[src/rtl/i2c_cfg_pkg.sv]
package i2c_cfg_pkg;

  // Operations handed from the sequencer to the bus engine
  typedef enum logic [1:0] {
    BUS_START = 2'd0,
    BUS_BYTE  = 2'd1,
    BUS_STOP  = 2'd2
  } bus_op_e;

  // Bus engine states
  typedef enum logic [2:0] {
    ENG_IDLE  = 3'd0,
    ENG_FREE  = 3'd1,
    ENG_START = 3'd2,
    ENG_BYTE  = 3'd3,
    ENG_STOP  = 3'd4
  } eng_st_e;

  // Sequencer states
  typedef enum logic [2:0] {
    SQ_START = 3'd0,
    SQ_ADDR  = 3'd1,
    SQ_OFS   = 3'd2,
    SQ_DATA  = 3'd3,
    SQ_STOP  = 3'd4,
    SQ_ABORT = 3'd5,
    SQ_DONE  = 3'd6,
    SQ_FAIL  = 3'd7
  } seq_st_e;

endpackage

[src/rtl/i2c_quarter_tick.sv]
module i2c_quarter_tick #(
  parameter int QUARTER = 125
) (
  input  logic clk,
  input  logic rst,
  output logic tick
);
  localparam int CW = (QUARTER > 1) ? $clog2(QUARTER) : 1;
  localparam logic [CW-1:0] LAST = CW'(QUARTER - 1);

  logic [CW-1:0] cnt_q;

  always_ff @(posedge clk) begin
    if (rst) begin
      cnt_q <= '0;
      tick  <= 1'b0;
    end else if (cnt_q == LAST) begin
      cnt_q <= '0;
      tick  <= 1'b1;
    end else begin
      cnt_q <= cnt_q + 1'b1;
      tick  <= 1'b0;
    end
  end
endmodule

[src/rtl/i2c_cfg_table.sv]
module i2c_cfg_table #(
  parameter int                       NUM_WRITES = 1,
  parameter int                       IW         = 1,
  parameter logic [NUM_WRITES*16-1:0] CFG_TABLE  = '0
) (
  input  logic          clk,
  input  logic [IW-1:0] idx,
  output logic [7:0]    ofs_q,
  output logic [7:0]    dat_q
);
  logic [15:0] rom [NUM_WRITES];

  for (genvar g = 0; g < NUM_WRITES; g++) begin : g_fill
    assign rom[g] = CFG_TABLE[g*16 +: 16];
  end

  // Registered read so the table maps onto block memory
  if (NUM_WRITES == 1) begin : g_one
    logic unused_idx;
    assign unused_idx = ^idx;
    always_ff @(posedge clk) begin
      {ofs_q, dat_q} <= rom[0];
    end
  end else begin : g_many
    always_ff @(posedge clk) begin
      {ofs_q, dat_q} <= rom[idx];
    end
  end
endmodule

[src/rtl/i2c_bus_engine.sv]
module i2c_bus_engine
  import i2c_cfg_pkg::*;
(
  input  logic    clk,
  input  logic    rst,
  input  logic    tick,
  input  logic    op_vld,
  input  bus_op_e op,
  input  logic [7:0] op_byte,
  input  logic    scl_i,
  input  logic    sda_i,
  output logic    op_done,
  output logic    op_ack,
  output logic    scl_oe,
  output logic    sda_oe,
  output logic    edge_win
);
  eng_st_e    st_q;
  logic [1:0] ph_q;
  logic [3:0] bit_q;
  logic [8:0] sh_q;

  assign edge_win = (st_q == ENG_START) || (st_q == ENG_STOP);

  always_ff @(posedge clk) begin
    if (rst) begin
      st_q    <= ENG_IDLE;
      ph_q    <= 2'd0;
      bit_q   <= 4'd0;
      sh_q    <= 9'd0;
      scl_oe  <= 1'b0;
      sda_oe  <= 1'b0;
      op_done <= 1'b0;
      op_ack  <= 1'b0;
    end else begin
      op_done <= 1'b0;
      case (st_q)
        ENG_IDLE: begin
          if (op_vld) begin
            ph_q <= 2'd0;
            case (op)
              BUS_START: st_q <= ENG_FREE;
              BUS_BYTE: begin
                st_q  <= ENG_BYTE;
                sh_q  <= {op_byte, 1'b1};
                bit_q <= 4'd0;
              end
              default: st_q <= ENG_STOP;
            endcase
          end
        end
        ENG_FREE: begin
          if (tick && scl_i && sda_i) st_q <= ENG_START;
        end
        ENG_START: begin
          if (tick) begin
            ph_q <= ph_q + 2'd1;
            case (ph_q)
              2'd0: sda_oe <= 1'b1;
              2'd2: scl_oe <= 1'b1;
              2'd3: begin
                st_q    <= ENG_IDLE;
                op_done <= 1'b1;
                op_ack  <= 1'b1;
              end
              default: ;
            endcase
          end
        end
        ENG_BYTE: begin
          if (tick) begin
            ph_q <= ph_q + 2'd1;
            case (ph_q)
              2'd0: sda_oe <= ~sh_q[8];
              2'd1: scl_oe <= 1'b0;
              2'd2: op_ack <= ~sda_i;
              default: begin
                scl_oe <= 1'b1;
                sh_q   <= {sh_q[7:0], 1'b0};
                if (bit_q == 4'd8) begin
                  st_q    <= ENG_IDLE;
                  op_done <= 1'b1;
                end else begin
                  bit_q <= bit_q + 4'd1;
                end
              end
            endcase
          end
        end
        ENG_STOP: begin
          if (tick) begin
            ph_q <= ph_q + 2'd1;
            case (ph_q)
              2'd0: sda_oe <= 1'b1;
              2'd1: scl_oe <= 1'b0;
              2'd2: sda_oe <= 1'b0;
              default: begin
                st_q    <= ENG_IDLE;
                op_done <= 1'b1;
              end
            endcase
          end
        end
        default: st_q <= ENG_IDLE;
      endcase
    end
  end
endmodule

[src/rtl/i2c_cfg_ctrl.sv]
module i2c_cfg_ctrl
  import i2c_cfg_pkg::*;
#(
  parameter int         NUM_WRITES = 1,
  parameter int         IW         = 1,
  parameter logic [6:0] DEV_ADDR   = 7'h76
) (
  input  logic          clk,
  input  logic          rst,
  input  logic          op_done,
  input  logic          op_ack,
  input  logic [7:0]    ofs,
  input  logic [7:0]    dat,
  output logic          op_vld,
  output bus_op_e       op,
  output logic [7:0]    op_byte,
  output logic [IW-1:0] idx,
  output logic          busy,
  output logic          done,
  output logic          error
);
  localparam logic [IW-1:0] LAST_IDX = IW'(NUM_WRITES - 1);
  localparam logic [7:0]    ADDR_WR  = {DEV_ADDR, 1'b0};

  seq_st_e st_q;
  logic    wait_q;

  always_ff @(posedge clk) begin
    if (rst) begin
      st_q    <= SQ_START;
      wait_q  <= 1'b0;
      idx     <= '0;
      busy    <= 1'b1;
      done    <= 1'b0;
      error   <= 1'b0;
      op_vld  <= 1'b0;
      op      <= BUS_START;
      op_byte <= 8'h00;
    end else begin
      op_vld <= 1'b0;
      done   <= 1'b0;
      if (st_q != SQ_DONE && st_q != SQ_FAIL) begin
        if (!wait_q) begin
          op_vld <= 1'b1;
          wait_q <= 1'b1;
          case (st_q)
            SQ_START: begin op <= BUS_START; op_byte <= 8'h00;   end
            SQ_ADDR:  begin op <= BUS_BYTE;  op_byte <= ADDR_WR; end
            SQ_OFS:   begin op <= BUS_BYTE;  op_byte <= ofs;     end
            SQ_DATA:  begin op <= BUS_BYTE;  op_byte <= dat;     end
            default:  begin op <= BUS_STOP;  op_byte <= 8'h00;   end
          endcase
        end else if (op_done) begin
          wait_q <= 1'b0;
          case (st_q)
            SQ_START: st_q <= SQ_ADDR;
            SQ_ADDR:  st_q <= op_ack ? SQ_OFS  : SQ_ABORT;
            SQ_OFS:   st_q <= op_ack ? SQ_DATA : SQ_ABORT;
            SQ_DATA:  st_q <= op_ack ? SQ_STOP : SQ_ABORT;
            SQ_STOP: begin
              if (idx == LAST_IDX) begin
                st_q <= SQ_DONE;
                busy <= 1'b0;
                done <= 1'b1;
              end else begin
                idx  <= idx + 1'b1;
                st_q <= SQ_START;
              end
            end
            default: begin
              st_q  <= SQ_FAIL;
              busy  <= 1'b0;
              error <= 1'b1;
            end
          endcase
        end
      end
    end
  end
endmodule

[src/rtl/i2c_cfg_seq.sv]
module i2c_cfg_seq
  import i2c_cfg_pkg::*;
#(
  parameter int                       CLK_HZ     = 50_000_000,
  parameter int                       SCL_HZ     = 100_000,
  parameter logic [6:0]               DEV_ADDR   = 7'h76,
  parameter int                       NUM_WRITES = 1,
  parameter logic [NUM_WRITES*16-1:0] CFG_TABLE  = 16'h0D21
) (
  input  logic clk,
  input  logic rst,
  input  logic scl_i,
  input  logic sda_i,
  output logic scl_oe,
  output logic sda_oe,
  output logic busy,
  output logic done,
  output logic error
);
  localparam int QRAW    = CLK_HZ / (4 * SCL_HZ);
  localparam int QUARTER = (QRAW < 1) ? 1 : QRAW;
  localparam int IW      = (NUM_WRITES > 1) ? $clog2(NUM_WRITES) : 1;

  logic          tick;
  logic          op_vld, op_done, op_ack;
  bus_op_e       op;
  logic [7:0]    op_byte, ofs, dat;
  logic [IW-1:0] idx;
  logic          edge_win;

  i2c_quarter_tick #(.QUARTER(QUARTER)) u_tick (
    .clk (clk),
    .rst (rst),
    .tick(tick)
  );

  i2c_cfg_table #(
    .NUM_WRITES(NUM_WRITES),
    .IW        (IW),
    .CFG_TABLE (CFG_TABLE)
  ) u_table (
    .clk  (clk),
    .idx  (idx),
    .ofs_q(ofs),
    .dat_q(dat)
  );

  i2c_cfg_ctrl #(
    .NUM_WRITES(NUM_WRITES),
    .IW        (IW),
    .DEV_ADDR  (DEV_ADDR)
  ) u_ctrl (
    .clk    (clk),
    .rst    (rst),
    .op_done(op_done),
    .op_ack (op_ack),
    .ofs    (ofs),
    .dat    (dat),
    .op_vld (op_vld),
    .op     (op),
    .op_byte(op_byte),
    .idx    (idx),
    .busy   (busy),
    .done   (done),
    .error  (error)
  );

  i2c_bus_engine u_eng (
    .clk     (clk),
    .rst     (rst),
    .tick    (tick),
    .op_vld  (op_vld),
    .op      (op),
    .op_byte (op_byte),
    .scl_i   (scl_i),
    .sda_i   (sda_i),
    .op_done (op_done),
    .op_ack  (op_ack),
    .scl_oe  (scl_oe),
    .sda_oe  (sda_oe),
    .edge_win(edge_win)
  );
endmodule

[config.mk]
export PLATFORM = sky130hd
export DESIGN_NAME = i2c_cfg_seq
export DESIGN_NICKNAME = d
export VERILOG_FILES = /design/src/rtl/i2c_cfg_pkg.sv /design/src/rtl/i2c_quarter_tick.sv /design/src/rtl/i2c_cfg_table.sv /design/src/rtl/i2c_bus_engine.sv /design/src/rtl/i2c_cfg_ctrl.sv /design/src/rtl/i2c_cfg_seq.sv
export SDC_FILE = /design/constraint.sdc
export NUM_CORES = 1
export LEC_CHECK = 0
export BUFFER_PORTS_ARGS = -buffer_cell sky130_fd_sc_hd__buf_2
export CORE_MARGIN = 2
export CORE_UTILIZATION = 30
export DETAILED_ROUTE_END_ITERATION = 10
export PLACE_DENSITY = 0.46
export SETUP_SLACK_MARGIN = 0.05
export SLEW_MARGIN = 20
export SYNTH_ARGS = -nofsm -noshare
export SYNTH_HDL_FRONTEND = slang
export SYNTH_SLANG_ARGS = --single-unit
[constraint.sdc]
create_clock -name clk -period 2 [get_ports clk]
set_input_delay 0.1 -clock clk [delete_from_list [all_inputs] [get_ports clk]]
set_output_delay 0.1 -clock clk [all_outputs]
set_load 0.05 [all_outputs]
==> key figures, run 1 <==
Drt
  – Total number of vias: 1763
  – Total DRC errors in the routed layout: 0
  – Length of the first detailed-routing pass in iterations: 6
  – Via/cell ratio: 4.88
  – Post-detailed-route wirelength per cell: 12.8 um
  – Final Routed Wirelength: 4630 um
  – Drt initial violations: 85
  – Routed Antenna Nets: 0

Min path
  – Worst hold path startpoint: sda_i
  – Min-delay worst type: input port to flop

Timing
  – Fin Setup TNS: 0 ps
  – Fin Clk Skew: 15.6 ps
  – Final WS setup: 200 ps
  – Minimum clock period after layout: 1800 ps
  – Slew @ Worst Pin: 487 ps
  – Peak Freq: 556 MHz
  – Setup repair after global routing missed its margin: no
  – Total setup violations reported at the end of the flow: 0
  – Period Utilization, post-route: 90.0%
  – Slew Viols, Final: 0
  – Normalized max-slew margin: 67.5%
  – Final hold vios: 0

GRT
  – Total global routing overflow: 0
  – Vias in the first global route: 1655
  – Maximum number of pins on one net before global-route repair: 24
  – Antenna violations before repair: 0
  – Total routing usage reported by global routing: 12.9%
  – Global-route wire length before repair: 7960 um

Setup path
  – Critical path origin: u_eng.ph_q[0]$_SDFFE_PP0P_
  – WP data arrival: 2000 ps
  – Highest fanout seen on the critical path: 6
  – Slowest cell on the critical path: sky130_fd_sc_hd__dfxtp_1
  – Category of the worst setup path capture point: flop
  – Worst endpoint required time: 2200 ps
  – R2r startpoint: u_eng.ph_q[0]$_SDFFE_PP0P_
  – Crit Path Category: flop to flop
  – Critical path startpoint category: flop
  – Largest stage delay on the critical path: 450 ps
  – CP cell instances: ha_2, o21ai_0, a221oi_2, nand3b_1, a2111oi_2

Yosys
  – Number of register bits inferred by synthesis: 44
  – Sequential cell area fraction in the yosys report: 41.0%
  – Most area-consuming cells after synthesis: sky130_fd_sc_hd__dfxtp_1 (41%), sky130_fd_sc_hd__nor2_1 (6.6%), sky130_fd_sc_hd__ha_1 (5.2%)
  – Number of warnings issued by yosys: 0
  – Distinct cell type count after synthesis: 50
  – Post-synthesis instance area: 0.00215 sq mm
  – Mean Syn Cell Area: 8.37 sq um
  – Net count of the mapped netlist: 270
  – Cell type with the highest aggregate area in the netlist: sky130_fd_sc_hd__dfxtp_1
  – Number of instances in the synthesized netlist: 257
  – Yosys top cell area share: 41.0%

Power
  – P per Cell Area: 756 mW/mm^2
  – Max IR drop VDD: 0.339 mV
  – Pleak: 0.862 nW

CTS
  – H-tree depth: 2
  – Clock tree from TritonCTS: built
  – TritonCTS sink count: 44
  – Root Buffer Master: sky130_fd_sc_hd__clkbuf_8
  – Clk pin slew, worst setup/hold paths: 100 ps
  – Skew-Pair Late Insertion Delay: 300 ps
  – TritonCTS buffer count: 5
  – Number of buffers added for setup after CTS: 0
  – Number of buffers on the longest clock path: 2

Placed design
  – HPWL after DPL: 3240 um
  – Total of buffers placed on input and output ports: 8
  – DP Worst Slack: 183 ps
  – Routability cong.: 0.763

Floorplan
  – Die outline area: 0.00786 sq mm
  – Total I/O pin count: 9
  – # rows: 30
  – Core area: 0.00687 sq mm
  – DIE WIDTH: 88.7 um
  – Die Ht: 88.7 um
  – Initial standard-cell utilization of the core: 31.3%

Layout
  – Layout cells sized above 1: 14.0%
  – Area growth from synthesis to final layout: 11.4%
  – Most common cell after layout, fill and taps aside: sky130_fd_sc_hd__dfxtp_1
  – Diode count: 0
  – Filler instances: 745
  – Register Area: 882 sq um
  – Top library cells by usage in the layout, fill and taps aside: sky130_fd_sc_hd__dfxtp_1 (43), sky130_fd_sc_hd__nor2_1 (38), sky130_fd_sc_hd__nand2_1 (23), sky130_fd_sc_hd__a21oi_1 (19), sky130_fd_sc_hd__o21ai_0 (14)
  – Layout Nets: 277
  – Footprint of the multi-input gates: 0.00115 sq mm

Outcome
  – Result of the run: completed

Flow run
  – Max-cap violations: 0
[worst max-delay path, delay by kind of cell, from the launching register on]
kind | cells | cell delay (ps)
flip-flops | 1 | 450
AND/OR/NAND/NOR | 1 | 150
AO/OA/AOI/OAI | 3 | 820
adder cells (fa/ha/maj) | 1 | 280
[kinds of logic after synthesis]
group | Yosys count | synth area share (%)
AO/OA/AOI/OAI | 61 | 19.3
XOR/XNOR | 6 | 2.44
adder cells (fa/ha/maj) | 9 | 5.24
buffers and inverters | 28 | 5.58
flip-flops | 44 | 41.0
multiplexers | 4 | 1.92
AND/OR/NAND/NOR | 105 | 24.6
[what timing repair did]
item	4_1_cts	5_1_grt
endpoints found under the setup margin	0	2
hold buffers	0	0
gates resized for setup	0	3
[cells in the mapped netlist (all sizes together)]
master   count
nor4b        1
a31oi        4
a22oi        3
mux2i        3
nor4         2
nand4b       1
nand2       23
a221oi       1
o31ai        1
or2          2
xor2         4
ha           9
a32oi        3
xnor2        2
nor3         6
a311oi       6
nor2        40
a41o         1
inv         12
a21oi       19
o21a         1
a2bb2oi      1
a21o         2
and3         4
nor3b        3
dfxtp       44
nand4        1
and4         1
and2         1
o21ai       16
nand3        7
and3b        1
mux2         1
clkbuf       9
nand3b       4
o211ai       2
buf          7
nor2b        3
and4b        2
a2111oi      1
nand2b       3
[per-stage QoR]
step	utilization, %	total power, W	area [sq um]	cells	hold WS [ps]
after floorplan	-	0.00117	2150	257	331
after global placement	33.4	0.00124	2300	353	431
after detailed placement	33.4	0.00123	2300	353	449
after CTS	34.8	0.00185	2390	361	122
after global routing	34.9	0.00191	2400	361	138
final	34.9	0.00181	2400	361	130
[report_power, final]
group          internal (W)  total [W]  leakage [nW]  switching, W
clock              0.000255   0.000598        0.0452      0.000343
combinational      0.000108   0.000261         0.460      0.000152
sequential         0.000903   0.000953         0.357     0.0000501
[flip-flops by register name (all words and copies together) (netlist names), 2 cells and up]
register / count
u_eng.st_q: 3
u_eng.sh_q: 9
u_ctrl.st_q: 3
u_eng.bit_q: 4
u_ctrl.op_byte: 4
u_eng.ph_q: 2
u_tick.cnt_q: 7
u_ctrl.op: 2
[layout make-up]
class	count	share of cell area [%]
clock buffer	5	2.87
clock inverter	3	1.04
inverter	12	1.88
multi-input combinational	185	48.2
sequential	44	36.8
tap	96	5.01
timing repair buffer	16	4.18
[final timing paths]
| check | to | slack (ps) | cells past startpoint |
|---|---|---|---|
| min reg2reg | u_ctrl.busy$_SDFFE_PP1P_ | 470 | 1 |
| max | u_eng.st_q[2]$_SDFFE_PP0P_ | 200 | 5 |
| max reg2reg | u_eng.st_q[2]$_SDFFE_PP0P_ | 200 | 5 |
| min | u_eng.op_ack$_SDFFE_PP0P_ | 130 | 4 |
[routing by layer]
metal	vias to the layer above	share of wire, %	global-route usage, %
met1	826	51	18.0
met5	-	0	0
li1	911	-	-
met3	5	2.9	2.52
met2	21	45	20.1
met4	0	0.99	3.72
(Power assumes the default switching activity.)
==> run 2: changes to the inputs <==
Settings changed: CORE_ASPECT_RATIO set to 0.9.
==> run 2 against run 1 <==
Flip-flop and latch count did not move; critical path depth rose by 1; die area barely moved; utilization fell by 0.49 points; sequential power rose by 0.5%; hold slack improved by 9.0 ps; total power rose by 5.6%; register-to-register slack improved by 40 ps; non-clock buffer count rose by 1; count of clock-buffer cells in the layout rose by 1; combinational power rose by 6%; largest cell class unchanged.
==> key figures, run 2 (same netlist as run 1, synthesis figures left out) <==
Floorplan
  – Die outline area: 0.00786 sq mm
  – Core area: 0.00700 sq mm
  – DIE WIDTH: 93.3 um
  – Initial standard-cell utilization of the core: 30.7%
  – Die Ht: 84.3 um
  – # rows: 29
  – Total I/O pin count: 9

Placed design
  – Number of placed cells counting well taps: 350
  – Total of buffers placed on input and output ports: 8
  – Routability cong.: 0.828
  – HPWL after DPL: 3210 um

Min path
  – Worst hold path startpoint: sda_i
  – Min-delay worst type: input port to flop
  – Endpoint, Worst Hold: u_eng.op_ack$_SDFFE_PP0P_
  – Cells on Worst Hold Path: 4

Outcome
  – Result of the run: completed

Setup path
  – Setup slack, reg-to-reg: 240 ps
  – Worst endpoint required time: 2200 ps
  – CP Buf/Inv Count: 1
  – Slowest cell on the critical path: sky130_fd_sc_hd__dfxtp_1
  – Critical path's top delay family: compound AO/OA/AOI/OAI gates
  – WP data arrival: 1950 ps
  – Highest fanout seen on the critical path: 6
  – Critical path startpoint category: flop
  – Category of the worst setup path capture point: flop
  – R2r startpoint: u_eng.ph_q[0]$_SDFFE_PP0P_
  – Crit Path Category: flop to flop
  – FF-to-FF path depth: 6
  – Largest stage delay on the critical path: 430 ps
  – Capturing point of the worst reg2reg path: u_eng.st_q[1]$_SDFFE_PP0P_
  – CP cell instances: ha_1, o21ai_0, a221oi_2, buf_4, a21oi_1, a41o_1

Drt
  – Length of the first detailed-routing pass in iterations: 4
  – Total DRC errors in the routed layout: 0
  – Drt initial violations: 134
  – Final Routed Wirelength: 4710 um
  – Via/cell ratio: 4.95
  – Routed Antenna Nets: 0
  – Post-detailed-route wirelength per cell: 13.1 um
  – Total number of vias: 1778

Layout
  – Top library cells by usage in the layout, fill and taps aside: sky130_fd_sc_hd__dfxtp_1 (43), sky130_fd_sc_hd__nor2_1 (38), sky130_fd_sc_hd__nand2_1 (23), sky130_fd_sc_hd__a21oi_1 (19), sky130_fd_sc_hd__o21ai_0 (14)
  – Non-filler cells, final: 359
  – Largest registers in the final layout: u_eng.sh_q: 9 flops, u_tick.cnt_q: 7 flops
  – Register Area: 882 sq um
  – Register bank with the most flops: u_eng.sh_q
  – Layout cells sized above 1: 13.2%
  – Footprint of the multi-input gates: 0.00115 sq mm
  – Diode count: 0
  – Filler instances: 742
  – Layout Nets: 278
  – Post-layout util: 34.4%
  – Most common cell after layout, fill and taps aside: sky130_fd_sc_hd__dfxtp_1
  – Flip-flop count of the largest register, all copies and words added: 9
  – Area growth from synthesis to final layout: 12.0%

Flow run
  – Max-cap violations: 0

Timing
  – Slew Viols, Final: 0
  – Setup repair after global routing missed its margin: no
  – Final hold vios: 0
  – Fin Clk Skew: 10.8 ps
  – Normalized max-slew margin: 66.4%
  – Fin Setup TNS: 0 ps
  – Period Utilization, post-route: 88.0%
  – Peak Freq: 568 MHz
  – Total setup violations reported at the end of the flow: 0
  – Minimum clock period after layout: 1760 ps
  – Slew @ Worst Pin: 505 ps

CTS
  – Number of buffers on the longest clock path: 2
  – Skew-Pair Late Insertion Delay: 300 ps
  – TritonCTS buffer count: 5
  – Clk pin slew, worst setup/hold paths: 90 ps
  – Clock tree from TritonCTS: built
  – H-tree depth: 2
  – Root Buffer Master: sky130_fd_sc_hd__clkbuf_8
  – TritonCTS sink count: 44

Power
  – Max IR drop VDD: 0.244 mV
  – Power after layout: 0.00191 W
  – P per Cell Area: 794 mW/mm^2
  – Pleak: 0.880 nW

GRT
  – Total routing usage reported by global routing: 13.0%
  – Vias in the first global route: 1677
  – Antenna violations before repair: 0
  – Maximum number of pins on one net before global-route repair: 26
  – Total global routing overflow: 0
  – Global-route wire length before repair: 8270 um
run 2: cell types whose count changed in the layout (fill, tap and decap cells not counted):
cell / before / now
sky130_fd_sc_hd__inv_6: 2 / 0
sky130_fd_sc_hd__buf_4: 8 / 9
sky130_fd_sc_hd__bufinv_16: 0 / 1
sky130_fd_sc_hd__clkbuf_1: 0 / 1
sky130_fd_sc_hd__clkinv_2: 0 / 1
sky130_fd_sc_hd__clkinvlp_4: 1 / 0
sky130_fd_sc_hd__ha_1: 8 / 9
sky130_fd_sc_hd__ha_2: 1 / 0
sky130_fd_sc_hd__nor2b_1: 2 / 3
sky130_fd_sc_hd__nor2b_2: 1 / 0
run 2: tightest hold or removal path: cells and delay by family:
kind	cells	cell delay, ps
buf+inv	1	90
simple gates	1	40
compound gates	2	160
run 2: worst max path at each step:
| stage | start | endpoint | slack [ps] | cells past startpoint |
|---|---|---|---|---|
| after floorplan | u_eng.ph_q[0]$_SDFFE_PP0P_ | u_eng.st_q[2]$_SDFFE_PP0P_ | 380 | 5 |
| after global placement | u_eng.st_q[1]$_SDFFE_PP0P_ | u_eng.st_q[2]$_SDFFE_PP0P_ | 230 | 5 |
| after detailed placement | u_eng.st_q[1]$_SDFFE_PP0P_ | u_eng.st_q[2]$_SDFFE_PP0P_ | 150 | 5 |
| after CTS | u_eng.st_q[1]$_SDFFE_PP0P_ | u_eng.st_q[2]$_SDFFE_PP0P_ | 120 | 5 |
| after global routing | u_eng.ph_q[0]$_SDFFE_PP0P_ | u_eng.st_q[2]$_SDFFE_PP0P_ | 90 | 5 |
| final | u_eng.ph_q[0]$_SDFFE_PP0P_ | u_eng.st_q[1]$_SDFFE_PP0P_ | 240 | 6 |
run 2: metrics by stage:
stage	instance area, sq um	hold WS (ps)	setup slack (ps)
2_1_floorplan	2150	331	382
3_3_place_gp	2290	432	225
3_5_place_dp	2290	441	150
4_1_cts	2400	143	125
5_1_grt	2410	175	85.3
6_report	2410	139	241
run 2: final cells by class:
cell class | count | share of cell area [%]
Tap cell | 93 | 4.83
Clock inverter | 2 | 1.45
Sequential cell | 44 | 36.6
Clock buffer | 6 | 3.01
Multi-Input combinational cell | 185 | 47.7
Timing Repair Buffer | 17 | 4.47
Inverter | 12 | 1.87
run 2: per-layer routing:
| layer | vias to the layer above | wire length (um) | global-route usage [%] |
|---|---|---|---|
| met5 | - | 0 | 0 |
| met4 | 0 | 62 | 4.41 |
| met3 | 5 | 167 | 2.96 |
| met2 | 26 | 1980 | 18.8 |
| met1 | 834 | 2500 | 19.1 |
| li1 | 913 | - | - |
run 2: report_power, final:
part           internal (W)  leakage (nW)  switching, W
clock network      0.000371        0.0552      0.000308
logic              0.000122         0.468      0.000155
registers          0.000902         0.357     0.0000554
run 2: timing repair:
action	in CTS	in global routing
setup buffers	0	1
setup endpoints to repair	0	1
hold endpoints to repair	0	0
hold buffers	0	0
resized for setup	0	1
==> run 3: changes to the inputs <==
Settings changed: PLACE_DENSITY 0.46 to 0.45, SYNTH_HIERARCHICAL set to 1.
==> run 3 against run 2 <==
Fmax shrank 4.9%; clock skew shrank 0.76 ps; design area grew 17%; die area grew 20%; critical path type unchanged; largest power group unchanged.
==> key figures, run 3 <==
Outcome
  – Result of the run: completed

Timing
  – Setup repair after global routing missed its margin: no
  – Slew Viols, Final: 0
  – Fin Clk Skew: 10.0 ps
  – Slew @ Worst Pin: 688 ps
  – Total setup violations reported at the end of the flow: 0
  – Minimum clock period after layout: 1850 ps
  – Normalized max-slew margin: 54.1%
  – Period Utilization, post-route: 92.5%
  – Fin Setup TNS: 0 ps
  – Worst Hold Slack: 24.1 ps
  – Peak Freq: 540 MHz
  – Final hold vios: 0
  – Final WS setup: 150 ps

Floorplan
  – Initial standard-cell utilization of the core: 30.7%
  – Core area: 0.00849 sq mm
  – # rows: 32
  – Die outline area: 0.00944 sq mm
  – Die Ht: 92.4 um
  – Total I/O pin count: 9
  – DIE WIDTH: 102 um

Layout
  – Diode count: 0
  – Register Area: 962 sq um
  – Register bank with the most flops: u_eng/sh_q
  – Area growth from synthesis to final layout: 8.03%
  – Non-filler cells, final: 425
  – Layout Nets: 318
  – Footprint of the multi-input gates: 0.00144 sq mm
  – Most common cell after layout, fill and taps aside: sky130_fd_sc_hd__dfxtp_1
  – Layout cells sized above 1: 14.7%
  – Flip-flop count of the largest register, all copies and words added: 9
  – Post-layout util: 33.1%
  – Largest registers in the final layout: u_eng/sh_q: 9 flops, u_ctrl/op_byte: 8 flops, u_tick/cnt_q: 7 flops
  – Top library cells by usage in the layout, fill and taps aside: sky130_fd_sc_hd__dfxtp_1 (47), sky130_fd_sc_hd__nand2_1 (27), sky130_fd_sc_hd__a21oi_1 (25), sky130_fd_sc_hd__nor2_1 (21), sky130_fd_sc_hd__conb_1 (16)
  – Filler instances: 948

Power
  – Switching component of the power: 0.000496 W
  – Pleak: 0.984 nW
  – Clock group share of total power: 35.8%
  – Power share of the combinational group: 11.9%
  – Max IR drop VDD: 0.268 mV
  – P per Cell Area: 698 mW/mm^2
  – Part of the total power dissipated in sequential elements: 52.3%
  – Internal power: 0.00147 W
  – Switching power share of the total: 25.3%

CTS
  – TritonCTS sink count: 48
  – Number of buffers added for setup after CTS: 0
  – Clock tree from TritonCTS: built
  – Number of buffers on the longest clock path: 2
  – Root Buffer Master: sky130_fd_sc_hd__clkbuf_8
  – TritonCTS buffer count: 5
  – Skew-Pair Late Insertion Delay: 300 ps
  – H-tree depth: 2
  – Clk pin slew, worst setup/hold paths: 90 ps

Setup path
  – Highest fanout seen on the critical path: 5
  – WP data arrival: 2050 ps
  – Crit path capture: u_eng/st_q[0]$_SDFFE_PP0P_
  – Category of the worst setup path capture point: flop
  – Crit Path Category: flop to flop
  – Capturing point of the worst reg2reg path: u_eng/st_q[0]$_SDFFE_PP0P_
  – FF-to-FF path depth: 5
  – Worst endpoint required time: 2200 ps
  – Critical path origin: u_eng/ph_q[0]$_SDFFE_PP0P_
  – R2r startpoint: u_eng/ph_q[0]$_SDFFE_PP0P_
  – Setup slack, reg-to-reg: 150 ps
  – Critical path startpoint category: flop

Placed design
  – DP Worst Slack: 30.0 ps
  – Routability cong.: 0.719
  – HPWL after DPL: 3770 um
  – Number of placed cells counting well taps: 417
  – Total of buffers placed on input and output ports: 8

Yosys
  – Number of instances in the synthesized netlist: 299
  – Mean Syn Cell Area: 8.70 sq um
  – Number of warnings issued by yosys: 6
  – Post-synthesis instance area: 0.00260 sq mm

Drt
  – Highest metal layer with signal wires: met4
  – Total DRC errors in the routed layout: 0
  – Routed length on met3: 128 um
  – Post-detailed-route wirelength per cell: 12.7 um
  – Routed Antenna Nets: 0
  – Total number of vias: 2005
  – Final Routed Wirelength: 5410 um
  – M1 WL: 2860 um
  – Length of the first detailed-routing pass in iterations: 4
  – Routed wire length on met2: 2370 um
  – Drt initial violations: 82
  – Via/cell ratio: 4.72

GRT
  – Total global routing overflow: 0
  – Antenna violations before repair: 0
  – Total routing usage reported by global routing: 12.4%
  – Global-route wire length before repair: 9250 um
  – Vias in the first global route: 1933
  – Maximum number of pins on one net before global-route repair: 39

Min path
  – Min-delay worst type: input port to flop

Flow run
  – Max-cap violations: 0
## run 3: final cells by class
| cell class | instances | area share (%) |
|---|---|---|
| Clock buffer | 6 | 2.58 |
| Clock inverter | 2 | 1.25 |
| Multi-Input combinational cell | 221 | 51.1 |
| Timing Repair Buffer | 18 | 4.09 |
| Inverter | 11 | 1.47 |
| Tap cell | 119 | 5.30 |
| Sequential cell | 48 | 34.2 |
## run 3: routing by layer
layer | vias up | GRT usage (%)
met1 | 936 | 17.2
met4 | 0 | 4.56
met5 | - | 0
met2 | 18 | 18.8
li1 | 1046 | -
met3 | 5 | 2.79
## run 3: worst max-delay path, stage by stage (launching register included)
cell                        delay (ps)
sky130_fd_sc_hd__dfxtp_1           430
sky130_fd_sc_hd__ha_1              230
sky130_fd_sc_hd__mux2_1            140
sky130_fd_sc_hd__o22ai_1            80
sky130_fd_sc_hd__a2111oi_2         510
sky130_fd_sc_hd__mux2_1            360
## run 3: worst min-delay path by stage
stage               start                    endpoint  slack, ps  cells after the start
floorplan             rst  u_tick/cnt_q[6]$_SDFF_PP0_        170                      1
global placement    sda_i   u_eng/op_ack$_SDFFE_PP0P_        340                      2
detailed placement  sda_i   u_eng/op_ack$_SDFFE_PP0P_        330                      2
CTS                 sda_i   u_eng/op_ack$_SDFFE_PP0P_          5                      2
global route        sda_i   u_eng/op_ack$_SDFFE_PP0P_          9                      2
finish              sda_i   u_eng/op_ack$_SDFFE_PP0P_         20                      2
## run 3: power by group through the flow
stage	registers (W)	logic, W	clock network (W)
floorplan	0.00102	0.000224	0
global placement	0.00105	0.000233	0
detailed placement	0.00105	0.000234	0
CTS	0.00102	0.000235	0.000740
global route	0.00103	0.000261	0.000774
finish	0.00103	0.000234	0.000702
## run 3: per-stage QoR
step           power [W]  instance area, sq um
3_5_place_dp     0.00128                  2700
3_3_place_gp     0.00128                  2700
5_1_grt          0.00207                  2810
4_1_cts          0.00200                  2810
2_1_floorplan    0.00125                  2660
6_report         0.00196                  2810
## run 3: repair_timing
action	4_1_cts	5_1_grt
resized for setup	1	2
hold buffers	0	0
pin swaps	0	0
endpoints found under the setup margin	8	6
